File: config.mk
export PLATFORM = sky130hd
export DESIGN_NAME = tmr_seq_ctrl
export DESIGN_NICKNAME = d
export VERILOG_FILES = /design/src/rtl/tmr_seq_pkg.sv /design/src/rtl/tmr_seq_voter.sv /design/src/rtl/tmr_seq_domain.sv /design/src/rtl/tmr_seq_ctrl.sv
export SDC_FILE = /design/constraint.sdc
export NUM_CORES = 1
export LEC_CHECK = 0
export ABC_AREA = 1
export BUFFER_PORTS_ARGS = -buffer_cell sky130_fd_sc_hd__buf_2
export CORE_AREA = 3 3 40 42
export DETAILED_ROUTE_END_ITERATION = 6
export DIE_AREA = 0 0 43 45
export PLACE_DENSITY = 0.68
export RECOVER_POWER = 100
export SYNTH_ARGS = -nofsm -noshare
export SYNTH_HDL_FRONTEND = slang
export SYNTH_SLANG_ARGS = --single-unit
File: constraint.sdc
create_clock -name clk -period 1.8 [get_ports clk]
set_input_delay 0.09 -clock clk [delete_from_list [all_inputs] [get_ports clk]]
set_output_delay 0.09 -clock clk [all_outputs]
set_load 0.02 [all_outputs]
File: src/rtl/tmr_seq_pkg.sv
package tmr_seq_pkg;

  localparam int SW   = 3;  // state code width
  localparam int IN_W = 3;  // control bits per domain
  localparam int OUT_W = 3; // status bits per domain
  localparam int NDOM = 3;  // redundant domains

  localparam int IB_START  = 0;
  localparam int IB_PAUSE  = 1;
  localparam int IB_FINISH = 2;

  typedef enum logic [SW-1:0] {
    ST_IDLE = 3'd0,
    ST_LOAD = 3'd1,
    ST_RUN  = 3'd2,
    ST_HOLD = 3'd3,
    ST_DONE = 3'd4
  } seq_st_e;

  // Two-of-three on a single bit.
  function automatic logic maj_bit(input logic a, input logic b, input logic c);
    return (a & b) | (a & c) | (b & c);
  endfunction

  // Next-state rule; unused codes fall back to idle.
  function automatic logic [SW-1:0] seq_next(input logic [SW-1:0] cur,
                                            input logic [IN_W-1:0] ctl);
    logic [SW-1:0] nx;
    case (seq_st_e'(cur))
      ST_IDLE: nx = ctl[IB_START] ? ST_LOAD : ST_IDLE;
      ST_LOAD: nx = ST_RUN;
      ST_RUN: begin
        if (ctl[IB_FINISH])     nx = ST_DONE;
        else if (ctl[IB_PAUSE]) nx = ST_HOLD;
        else                    nx = ST_RUN;
      end
      ST_HOLD: nx = ctl[IB_PAUSE] ? ST_HOLD : ST_RUN;
      ST_DONE: nx = ST_IDLE;
      default: nx = ST_IDLE;
    endcase
    return nx;
  endfunction

  // Status decode: bit0 busy, bit1 stalled, bit2 complete.
  function automatic logic [OUT_W-1:0] seq_decode(input logic [SW-1:0] cur);
    logic [OUT_W-1:0] o;
    o = '0;
    case (seq_st_e'(cur))
      ST_LOAD: o[0] = 1'b1;
      ST_RUN:  o[0] = 1'b1;
      ST_HOLD: o    = 3'b011;
      ST_DONE: o[2] = 1'b1;
      default: o    = '0;
    endcase
    return o;
  endfunction

endpackage

File: src/rtl/tmr_seq_voter.sv
module tmr_seq_voter
  import tmr_seq_pkg::*;
#(
  parameter int W = 3
) (
  input  logic [W-1:0] a,
  input  logic [W-1:0] b,
  input  logic [W-1:0] c,
  output logic [W-1:0] y
);

  for (genvar i = 0; i < W; i++) begin : g_bit
    assign y[i] = maj_bit(a[i], b[i], c[i]);
  end

endmodule

File: src/rtl/tmr_seq_domain.sv
module tmr_seq_domain
  import tmr_seq_pkg::*;
#(
  parameter bit MERGED_VOTE = 1'b0
) (
  input  logic             clk,
  input  logic             rst,
  input  logic [IN_W-1:0]  in_bus,
  input  logic [SW-1:0]    peer0,
  input  logic [SW-1:0]    peer1,
  input  logic [SW-1:0]    peer2,
  output logic [SW-1:0]    st_q,
  output wire  [SW-1:0]    nxt,
  output logic [OUT_W-1:0] out_bus
);

  // This domain's own voter result, named for observation and fault injection.
  wire [SW-1:0] voted;

  tmr_seq_voter #(.W(SW)) u_vote (
    .a(peer0),
    .b(peer1),
    .c(peer2),
    .y(voted)
  );

  if (MERGED_VOTE) begin : g_merged
    // Peers are next-state values; the register stores their majority.
    assign nxt     = seq_next(st_q, in_bus);
    assign out_bus = seq_decode(st_q);
    always_ff @(posedge clk) begin
      if (rst) st_q <= ST_IDLE;
      else     st_q <= voted;
    end
  end else begin : g_split
    // Peers are register copies; logic runs from the voted state.
    assign nxt     = seq_next(voted, in_bus);
    assign out_bus = seq_decode(voted);
    always_ff @(posedge clk) begin
      if (rst) st_q <= ST_IDLE;
      else     st_q <= nxt;
    end
  end

endmodule

File: src/rtl/tmr_seq_ctrl.sv
module tmr_seq_ctrl
  import tmr_seq_pkg::*;
#(
  parameter bit MERGED_VOTE = 1'b0
) (
  input  logic             clk,
  input  logic             rst,
  input  logic [IN_W-1:0]  in_a,
  input  logic [IN_W-1:0]  in_b,
  input  logic [IN_W-1:0]  in_c,
  output logic [OUT_W-1:0] out_a,
  output logic [OUT_W-1:0] out_b,
  output logic [OUT_W-1:0] out_c,
  output logic             mismatch
);

  logic [SW-1:0]    st_q [NDOM];
  logic [SW-1:0]    nx_q [NDOM];
  logic [SW-1:0]    peer [NDOM];
  logic [IN_W-1:0]  in_v [NDOM];
  logic [OUT_W-1:0] out_v[NDOM];

  assign in_v[0] = in_a;
  assign in_v[1] = in_b;
  assign in_v[2] = in_c;

  for (genvar k = 0; k < NDOM; k++) begin : g_dom
    assign peer[k] = MERGED_VOTE ? nx_q[k] : st_q[k];

    tmr_seq_domain #(.MERGED_VOTE(MERGED_VOTE)) u_dom (
      .clk    (clk),
      .rst    (rst),
      .in_bus (in_v[k]),
      .peer0  (peer[0]),
      .peer1  (peer[1]),
      .peer2  (peer[2]),
      .st_q   (st_q[k]),
      .nxt    (nx_q[k]),
      .out_bus(out_v[k])
    );
  end

  assign out_a = out_v[0];
  assign out_b = out_v[1];
  assign out_c = out_v[2];

  assign mismatch = (st_q[0] != st_q[1]) || (st_q[1] != st_q[2]);

endmodule

# Yosys cells after proc, flatten, opt, wreduce, memory -nomap -nowiden
# Index checks and enable logic that the tools add are counted.
[op_classes] reduce_logical=3 n_mux=15 n_bitwise=15 n_eq_ne=6
[ops] cell="3-bit case mux with 4 select lines" count=3
[ops] cell="1-bit bitwise AND" count=9
[ops] cell="1-bit 2-to-1 mux" count=9
[ops] cell="3-bit 2-to-1 mux" count=3
[ops] cell="3-bit by 2-bit equality test with 1-bit output (second input constant)" count=2
[ops] cell="3-bit inequality test" count=2
[ops] cell="1-bit OR" count=6
[ops] cell="3-bit by 1-bit equality test with 1-bit output (second input constant)" count=1
[ops] cell="3-bit equality test (second input constant)" count=1
[ops] cell="3-bit zero test" count=1
[ops] cell="3-bit OR reduction" count=1
[ops] cell="1-bit logical OR" count=1
[word_totals] word_cells=42 reg_bits=9

# Longest topological paths before layout
# Gate-level depths: netlist of the first run.
[depth] word_depth=6 ltp_mapped=7 ltp_nobuf=7

# Modules after synthesis
# Synthesis of the first run repeated with hierarchy kept, for this count alone.
[hier_totals] cells_unflattened=130 area_unflattened_um2=778.2
[by_module_without_submodules] mod="tmr_seq_domain" seq_area_each_um2=60.1 n_inst=3 area_per_inst_um2=173.9 cells_each=26
[by_module_without_submodules] mod="tmr_seq_voter" seq_area_each_um2=0.0 n_inst=3 area_per_inst_um2=63.8 cells_each=12
[by_module_without_submodules] mod="tmr_seq_ctrl" seq_area_each_um2=0.0 n_inst=1 area_per_inst_um2=65.1 cells_each=16

# Least setup slack after synthesis of the first run
# OpenSTA, ideal clock, no wires.
[synth_path] path_kind="reg2out" startpoint="reg g_dom[1].u_dom.st_q[2]" endpoint="out out_b[1]" arrival_ns=1.554 setup_slack_ns=0.156 path_stages_with_launch=6 required_ns=1.710 cell_sequence="dfxtp_1 ha_1 nor2_1 nand2_2 nor3_1 buf_4"
[synth_via] elab_chain_cells=5 elab_cells_between_ends=6
[synth_rtl] element="start, declared" line_no="tmr_seq_domain.sv:12" text="output logic [SW-1:0] st_q,"
[synth_rtl] element="start signal, assigned" line_no="tmr_seq_domain.sv:41" text="else st_q <= nxt;"
[synth_rtl] element="1-bit bitwise AND"
[synth_rtl] element="1-bit OR"
[synth_rtl] element="1-bit OR (*)"
[synth_rtl] element="3-bit by 2-bit equality test with 1-bit output (*)"
[synth_rtl] element="1-bit 2-to-1 mux (*)"
[synth_rtl] element="end, declared" line_no="tmr_seq_ctrl.sv:12" text="output logic [OUT_W-1:0] out_b,"
# Mark *: on every way between the ends. The rest lies on a longest branch, timed or not.

# Final worst setup path of the first run
[layout_path] startpoint="reg g_dom[2].u_dom.st_q[0]" endpoint="out out_a[2]"
[layout_via] elab_chain_cells=5 elab_cells_between_ends=6
[layout_rtl] element="start, declared" line_no="tmr_seq_domain.sv:12"
[layout_rtl] element="start signal, assigned" line_no="tmr_seq_domain.sv:41"
[layout_rtl] element="1-bit bitwise AND" line_no="tmr_seq_pkg.sv:22" text="return (a & b) | (a & c) | (b & c);"
[layout_rtl] element="1-bit OR" line_no="tmr_seq_pkg.sv:22"
[layout_rtl] element="1-bit OR (*)" line_no="tmr_seq_pkg.sv:22"
[layout_rtl] element="3-bit equality test (*)" line_no="tmr_seq_pkg.sv:48" text="case (seq_st_e'(cur))"
[layout_rtl] element="1-bit 2-to-1 mux (*)" line_no="tmr_seq_pkg.sv:48"
[layout_rtl] element="end, declared" line_no="tmr_seq_ctrl.sv:11" text="output logic [OUT_W-1:0] out_a,"
# Marked as above.

==> results of run 1 <==
-- per-layer routing --
| layer | routed length [um] | part of all wire [%] |
|---|---|---|
| met1 | 465 | 44 |
| met2 | 515 | 49 |
| met3 | 69 | 6.6 |
| met4 | 0 | 0 |
| met5 | 0 | 0 |
-- cells by family (layout without fill, tap and decap cells) --
| kind of cell | Yosys count | after routing | share of synthesized area, % |
|---|---|---|---|
| fa+ha+maj | 6 | 6 | 13.9 |
| simple gates | 30 | 30 | 34.7 |
| flops | 9 | 9 | 33.3 |
| compound gates | 6 | 6 | 5.56 |
| buf+inv | 12 | 30 | 12.5 |
-- power by group --
part	switching (mW)	internal (mW)	leakage, nW
sequential	0.00381	0.206	0.0734
clock	0.0655	0.0851	0.0150
combinational	0.0494	0.0310	0.237
total	0.119	0.323	0.326
-- synth_stat cells --
master,n
nor2_4,2
nor3_1,3
nand2_2,1
nand2_4,1
dfxtp_1,9
ha_1,6
nand3_4,1
nand2_1,5
buf_4,6
nor3b_1,3
inv_1,4
nand3_1,6
nor2_1,4
nand3_2,1
nand4_1,3
inv_2,2
a21oi_1,6
-- placed cells by master (no fill, tap or decap), drive strengths merged --
cell	instances
inv	6
buf	13
nand4	3
nor3	3
nand3	8
clkbuf	11
nor3b	3
nor2	6
dfxtp	9
a21oi	6
nand2	7
ha	6
-- worst max-delay path by stage --
stage / from / to / cells after the start / slack [ns]
final: g_dom[2].u_dom.st_q[0]$_SDFF_PP0_ / out_a[2] / 7 / 0.16
after global routing: g_dom[2].u_dom.st_q[0]$_SDFF_PP0_ / out_b[2] / 7 / -0.003
after CTS: g_dom[2].u_dom.st_q[0]$_SDFF_PP0_ / out_a[2] / 7 / 0.14
after detailed placement: g_dom[2].u_dom.st_q[0]$_SDFF_PP0_ / out_a[2] / 7 / 0.43
after global placement: g_dom[2].u_dom.st_q[0]$_SDFF_PP0_ / out_b[2] / 7 / 0.47
after floorplan: g_dom[1].u_dom.st_q[2]$_SDFF_PP0_ / out_b[1] / 5 / 0.16
-- critical path: stages, from the launching register on --
cell     delay, ns
dfxtp_1       0.31
ha_1          0.22
nor2_4        0.16
nand2_4       0.07
nor2_4        0.14
inv_1         0.07
nor2_1        0.13
buf_2         0.19
-- layout make-up --
cell class / count / share of cell area [%]
clock buffer: 4 / 4.13
inverter: 6 / 3.54
multi-input combinational: 42 / 46.1
sequential: 9 / 28.3
tap: 15 / 2.95
timing repair buffer: 20 / 15.0
-- per-stage QoR --
step	util [%]	power [mW]	instance area, um2	setup WS, ns
final	49.5	0.441	636	0.155
after global placement	47.8	0.297	614	0.469
after CTS	49.9	0.450	641	0.141
after floorplan	-	0.271	541	0.156
after detailed placement	47.8	0.297	614	0.425
after global routing	49.5	0.467	636	-0.00349
==> key figures, run 1 <==
Synth
  – FF+latch count, synth: 9
  – Avg Cell Area, Syn: 8.58 um2
  – Biggest area consumer among synthesized cells: dfxtp_1
  – Area fraction of the dominant cell type after synthesis: 33.3%
  – Number of nets in the synthesized netlist: 80
  – Cell area after synthesis: around 540 um2
  – Top cells by area in the synthesized netlist: dfxtp_1, ha_1, buf_4, a21oi_1, nand3_1
  – Total of warnings raised by yosys: 0
  – Post-synthesis cell type count: 17
  – Share of synthesized area occupied by flip-flops and latches: between 30% and 40%
  – Post-Syn Instances: 63

Min path
  – Hold Path Stages: 2
  – Hold path endpoint: g_dom[2].u_dom.st_q[1]$_SDFF_PP0_
  – Origin of the worst min-delay path: in_c[2]
  – Hold crit path type: input port to flop

Placed design
  – Port Buf Inserts: 20
  – RD Place Congestion: 0.782
  – Total instance count after detailed placement: 92
  – HPWL after detailed placement: between 800 and 900 um

Global routing
  – Highest-utilization routing layer at the global route stage: met2
  – Via count of the first global-routing pass: 437
  – Met2 track utilization from global routing: between 10% and 20%
  – Gr usage total: around an eighth
  – Global-route track usage on met1: 15.0%
  – Sum of overflow across all layers after global routing: 0
  – Number of antenna violations at the first check in global routing: 0
  – Largest net degree at the start of global routing: 9
  – Met3 demand-to-capacity share in global routing: 5.18%
  – First-pass GRT wire length: 1730 um

Power and ir drop
  – Lkg Pwr: 0.326 nW
  – Max IR drop VDD: 0.384 mV
  – Total power divided by cell area: between 600 and 700 mW/mm2

Routing
  – Number of violations reported at the end of detailed-routing iteration 0: 5
  – DR DRC count: 0
  – Vias per std cell: 4.77
  – Routed length per placed instance: roughly 11 um
  – Router iterations before antenna repair: 4
  – Count of nets left with antenna violations after detail routing: 0
  – Detailed-route via count: between 400 and 500
  – Wirelength, routed: 1050 um

Clocking
  – CTS clock-pin slew for the worst setup and hold paths: 0.06 ns
  – Count of cells resized by post-cts repair: 0
  – Library cell used as clock root buffer: clkbuf_4
  – Number of buffers created by CTS: 3
  – Number of setup buffers added after CTS: 0
  – Clock Path Buffers: 2
  – Count of clock tree sinks: 9
  – TritonCTS clock tree: built
  – Skew-Pair Late Insertion Delay: 0.26 ns
  – Quantity of hold-fixing buffers added after cts: 0
  – Depth of the CTS H-tree: 1

Cells and area
  – # nets final: 99
  – Number of non-filler instances in the completed layout: 96
  – Fraction of final layout cells with drive strength greater than 1: 33.3%
  – Largest register FFs: 9
  – Most flops, register: g_dom.u_dom.st_q
  – Largest regs: g_dom.u_dom.st_q x9
  – Layout Area Growth over Synthesis: 17.6%
  – Multi-input combinational cell area: 293 um2
  – Register Area: 180 um2
  – Fillcell total: 135
  – Final antenna diode count: 0

STA
  – Achievable frequency: 608 MHz
  – Final setup fails: 0
  – Final sum of negative setup slack: 0 ns
  – Post-Route Skew: 0.00322 ns
  – Final number of max-transition violations: 0
  – Unrepaired setup endpoints after global routing: yes
  – Final Hold Fails: 0
  – Transition time at the pin with the least slew margin: ~0.28 ns
  – WHS: 0.0471 ns
  – Rel. slew slack: 81.2%
  – Period utilisation layout: 91.4%
  – Final period demand of the worst path: 1.64 ns

Die
  – Core box area: 0.00128 mm2
  – X dimension of the die: around 43 um
  – Boundary pin count: 21
  – Die area: between 0.0015 and 0.002 mm2
  – Standard-cell rows: 13
  – Initial Utilization: 42.1%
  – Height of the chip: 45 um

Setup path
  – Element type at the critical path start: flop
  – Critical path capture point type: output pin
  – R2R Setup Slk: 0.54 ns
  – Data arrival at the endpoint of the critical path: between 1.5 and 2 ns
  – Crit Reg-Reg Startpoint: g_dom[2].u_dom.st_q[0]$_SDFF_PP0_
  – Required time of the critical path: roughly 1.7 ns
  – Start-to-end type of the worst setup path: flop to output pin
  – FF-to-FF path depth: 6
  – R2r endpoint: g_dom[2].u_dom.st_q[0]$_SDFF_PP0_
  – Maximum fanout encountered on the critical timing path: 5

Job
  – Maxcap violations: 0

Outcome
  – Run status: complete, no violations
Note: power is estimated with default switching activity, not from simulation.
==> run 2, diff against run 1 <==
==> constraint.sdc (replaced) <==
create_clock -name clk -period 1.8 [get_ports clk]
set_input_delay 0.45 -clock clk [delete_from_list [all_inputs] [get_ports clk]]
set_output_delay 0.45 -clock clk [all_outputs]
set_load 0.02 [all_outputs]
==> run 2 against run 1 <==
The run now ends with negative setup slack left. Register-to-register slack lost 0.03 ns. Utilization up 8.7 points. Combinational power up 17%. Routed wire length up 5.9%. Die area did not move. Critical path type unchanged. Critical endpoint unchanged. Largest cell class unchanged.
==> key figures, run 2 (same netlist as run 1, synthesis figures left out) <==
Outcome
  – Run status: finished, violations left
  – Violations in the final reports: negative setup slack

Clocking
  – CTS clock-pin slew for the worst setup and hold paths: 0.06 ns
  – TritonCTS clock tree: built
  – Count of clock tree sinks: 9
  – Depth of the CTS H-tree: 1
  – Library cell used as clock root buffer: clkbuf_4
  – Clock Path Buffers: 2
  – Number of buffers created by CTS: 3
  – Skew-Pair Late Insertion Delay: about 0.26 ns

Setup path
  – Crit Reg-Reg Startpoint: g_dom[2].u_dom.st_q[2]$_SDFF_PP0_
  – Element type at the critical path start: flop
  – Required time of the critical path: 1.35 ns
  – FF-to-FF path depth: 6
  – Critical path capture point type: output pin
  – Data arrival at the endpoint of the critical path: between 1 and 1.5 ns
  – R2r endpoint: g_dom[2].u_dom.st_q[2]$_SDFF_PP0_
  – Maximum fanout encountered on the critical timing path: 4
  – Start-to-end type of the worst setup path: flop to output pin
  – R2R Setup Slk: 0.51 ns

Routing
  – Count of nets left with antenna violations after detail routing: 0
  – Detailed-route via count: between 400 and 500
  – DR DRC count: 0
  – Wirelength, routed: around 1100 um
  – Vias per std cell: ~5
  – Number of violations reported at the end of detailed-routing iteration 0: 6
  – Routed length per placed instance: 11.2 um
  – Router iterations before antenna repair: 4

Cells and area
  – Layout Area Growth over Synthesis: 38.2%
  – Leading cell types in the layout, fill and taps excluded: buf_2, nand3_1, a21oi_1
  – Multi-input combinational cell area: 334 um2
  – Fillcell total: 102
  – Largest regs: g_dom.u_dom.st_q x9
  – Final antenna diode count: 0
  – # nets final: 102
  – Most flops, register: g_dom.u_dom.st_q
  – Fraction of final layout cells with drive strength greater than 1: 58.3%
  – Most common cell after layout, fill and taps aside: buf_2
  – Largest register FFs: 9
  – Cell area after layout: 747 um2
  – Register Area: 185 um2

Power and ir drop
  – Overall power consumption: 457 uW
  – Max IR drop VDD: around 0.40 mV
  – Lkg Pwr: 0.356 nW
  – Total power divided by cell area: 612 mW/mm2

STA
  – Final Hold Fails: 0
  – Achievable frequency: 534 MHz
  – Final setup fails: 6
  – Final period demand of the worst path: 1.87 ns
  – Post-route worst setup slack: -0.0727 ns
  – Post-Route Skew: around 0.0031 ns
  – Transition time at the pin with the least slew margin: 0.203 ns
  – Final number of max-transition violations: 0
  – Unrepaired setup endpoints after global routing: yes
  – Rel. slew slack: 86.4%
  – Period utilisation layout: 104%

Placed design
  – RD Place Congestion: 0.767
  – Port Buf Inserts: 20
  – Post-Place Cell Area: ~630 um2
  – HPWL after detailed placement: 885 um

Global routing
  – Largest net degree at the start of global routing: 9
  – Via count of the first global-routing pass: 460
  – First-pass GRT wire length: around 1900 um
  – Gr usage total: 13.5%
  – Sum of overflow across all layers after global routing: 0
  – Number of antenna violations at the first check in global routing: 0

Die
  – X dimension of the die: 43 um
  – Height of the chip: 45 um
  – Standard-cell rows: 13
  – Boundary pin count: 21
  – Core box area: 0.00128 mm2
  – Initial Utilization: 42.1%
  – Die area: 0.00194 mm2

Min path
  – Hold crit path type: input port to flop
  – Origin of the worst min-delay path: in_c[2]
  – Hold Path Stages: 2
  – Hold path endpoint: g_dom[2].u_dom.st_q[1]$_SDFF_PP0_

Job
  – Maxcap violations: 0
run 2: cell count changes in the layout (fill, tap and decap cells not counted), moves of 4 or more:
cell and delta:
clkbuf_1 -5, buf_4 +5, ha_1 -4, dfxtp_1 -4
dfxtp_2 +4, buf_6 +5
run 2: worst max path at each step:
stage                                      start       end  slack, ns  cells after the start
4_1_cts        g_dom[0].u_dom.st_q[0]$_SDFF_PP0_  out_b[2]      -0.08                      7
6_report       g_dom[0].u_dom.st_q[0]$_SDFF_PP0_  out_a[2]      -0.07                      7
3_3_place_gp   g_dom[2].u_dom.st_q[0]$_SDFF_PP0_  out_c[2]       0.14                      7
5_1_grt        g_dom[0].u_dom.st_q[0]$_SDFF_PP0_  out_a[2]      -0.17                      7
3_5_place_dp   g_dom[2].u_dom.st_q[0]$_SDFF_PP0_  out_b[2]       0.11                      7
2_1_floorplan  g_dom[1].u_dom.st_q[2]$_SDFF_PP0_  out_b[1]       0.04                      5
run 2: report_power, final:
group / internal (mW) / switching, mW / leakage [nW] / total (mW)
clock: 0.0818 / 0.0692 / 0.0177 / 0.151
sequential: 0.207 / 0.00530 / 0.0750 / 0.212
combinational: 0.0412 / 0.0528 / 0.263 / 0.0940
run 2: what timing repair did:
action | CTS | global route
gates resized for setup | 25 | 1
setup endpoints to repair | 9 | 9
hold buffers | 0 | 0
buffers inserted | 3 | 0
pin swaps | 7 | 1
run 2: critical path, cell delays in order, from the launching register on:
cell and delay, ns:
dfxtp_2 0.33, ha_4 0.16, nor2_4 0.15, nand2_4 0.07, nor2_4 0.11, inv_2 0.06
nor2_4 0.14, buf_6 0.13
run 2: layer usage:
| metal | GRT usage (%) | part of all wire [%] | vias up |
|---|---|---|---|
| li1 | - | - | 255 |
| met1 | 13.2 | 37 | 220 |
| met2 | 24.9 | 55 | 17 |
| met3 | 5.18 | 7.1 | 3 |
| met4 | 7.23 | 1.5 | 0 |
| met5 | 0 | 0 | - |
run 2: layout make-up:
| class | count | share of cell area [%] |
|---|---|---|
| Multi-Input combinational cell | 42 | 44.7 |
| Sequential cell | 9 | 24.8 |
| Timing Repair Buffer | 23 | 21.3 |
| Clock buffer | 3 | 3.02 |
| Inverter | 6 | 3.02 |
| Tap cell | 15 | 2.51 |
| Clock inverter | 1 | 0.670 |
run 2: per-stage QoR:
step                setup slack (ns)  hold WS [ns]  cells  setup TNS [ns]  util, %
detailed placement             0.111         0.663     92               0     48.8
CTS                          -0.0785         0.384     99          -0.442     57.8
finish                       -0.0727         0.395     99          -0.313     58.1
global placement               0.137         0.670     92               0     48.8
global route                  -0.171         0.395     99           -1.08     58.1
floorplan                     0.0356         0.519     63               0        -
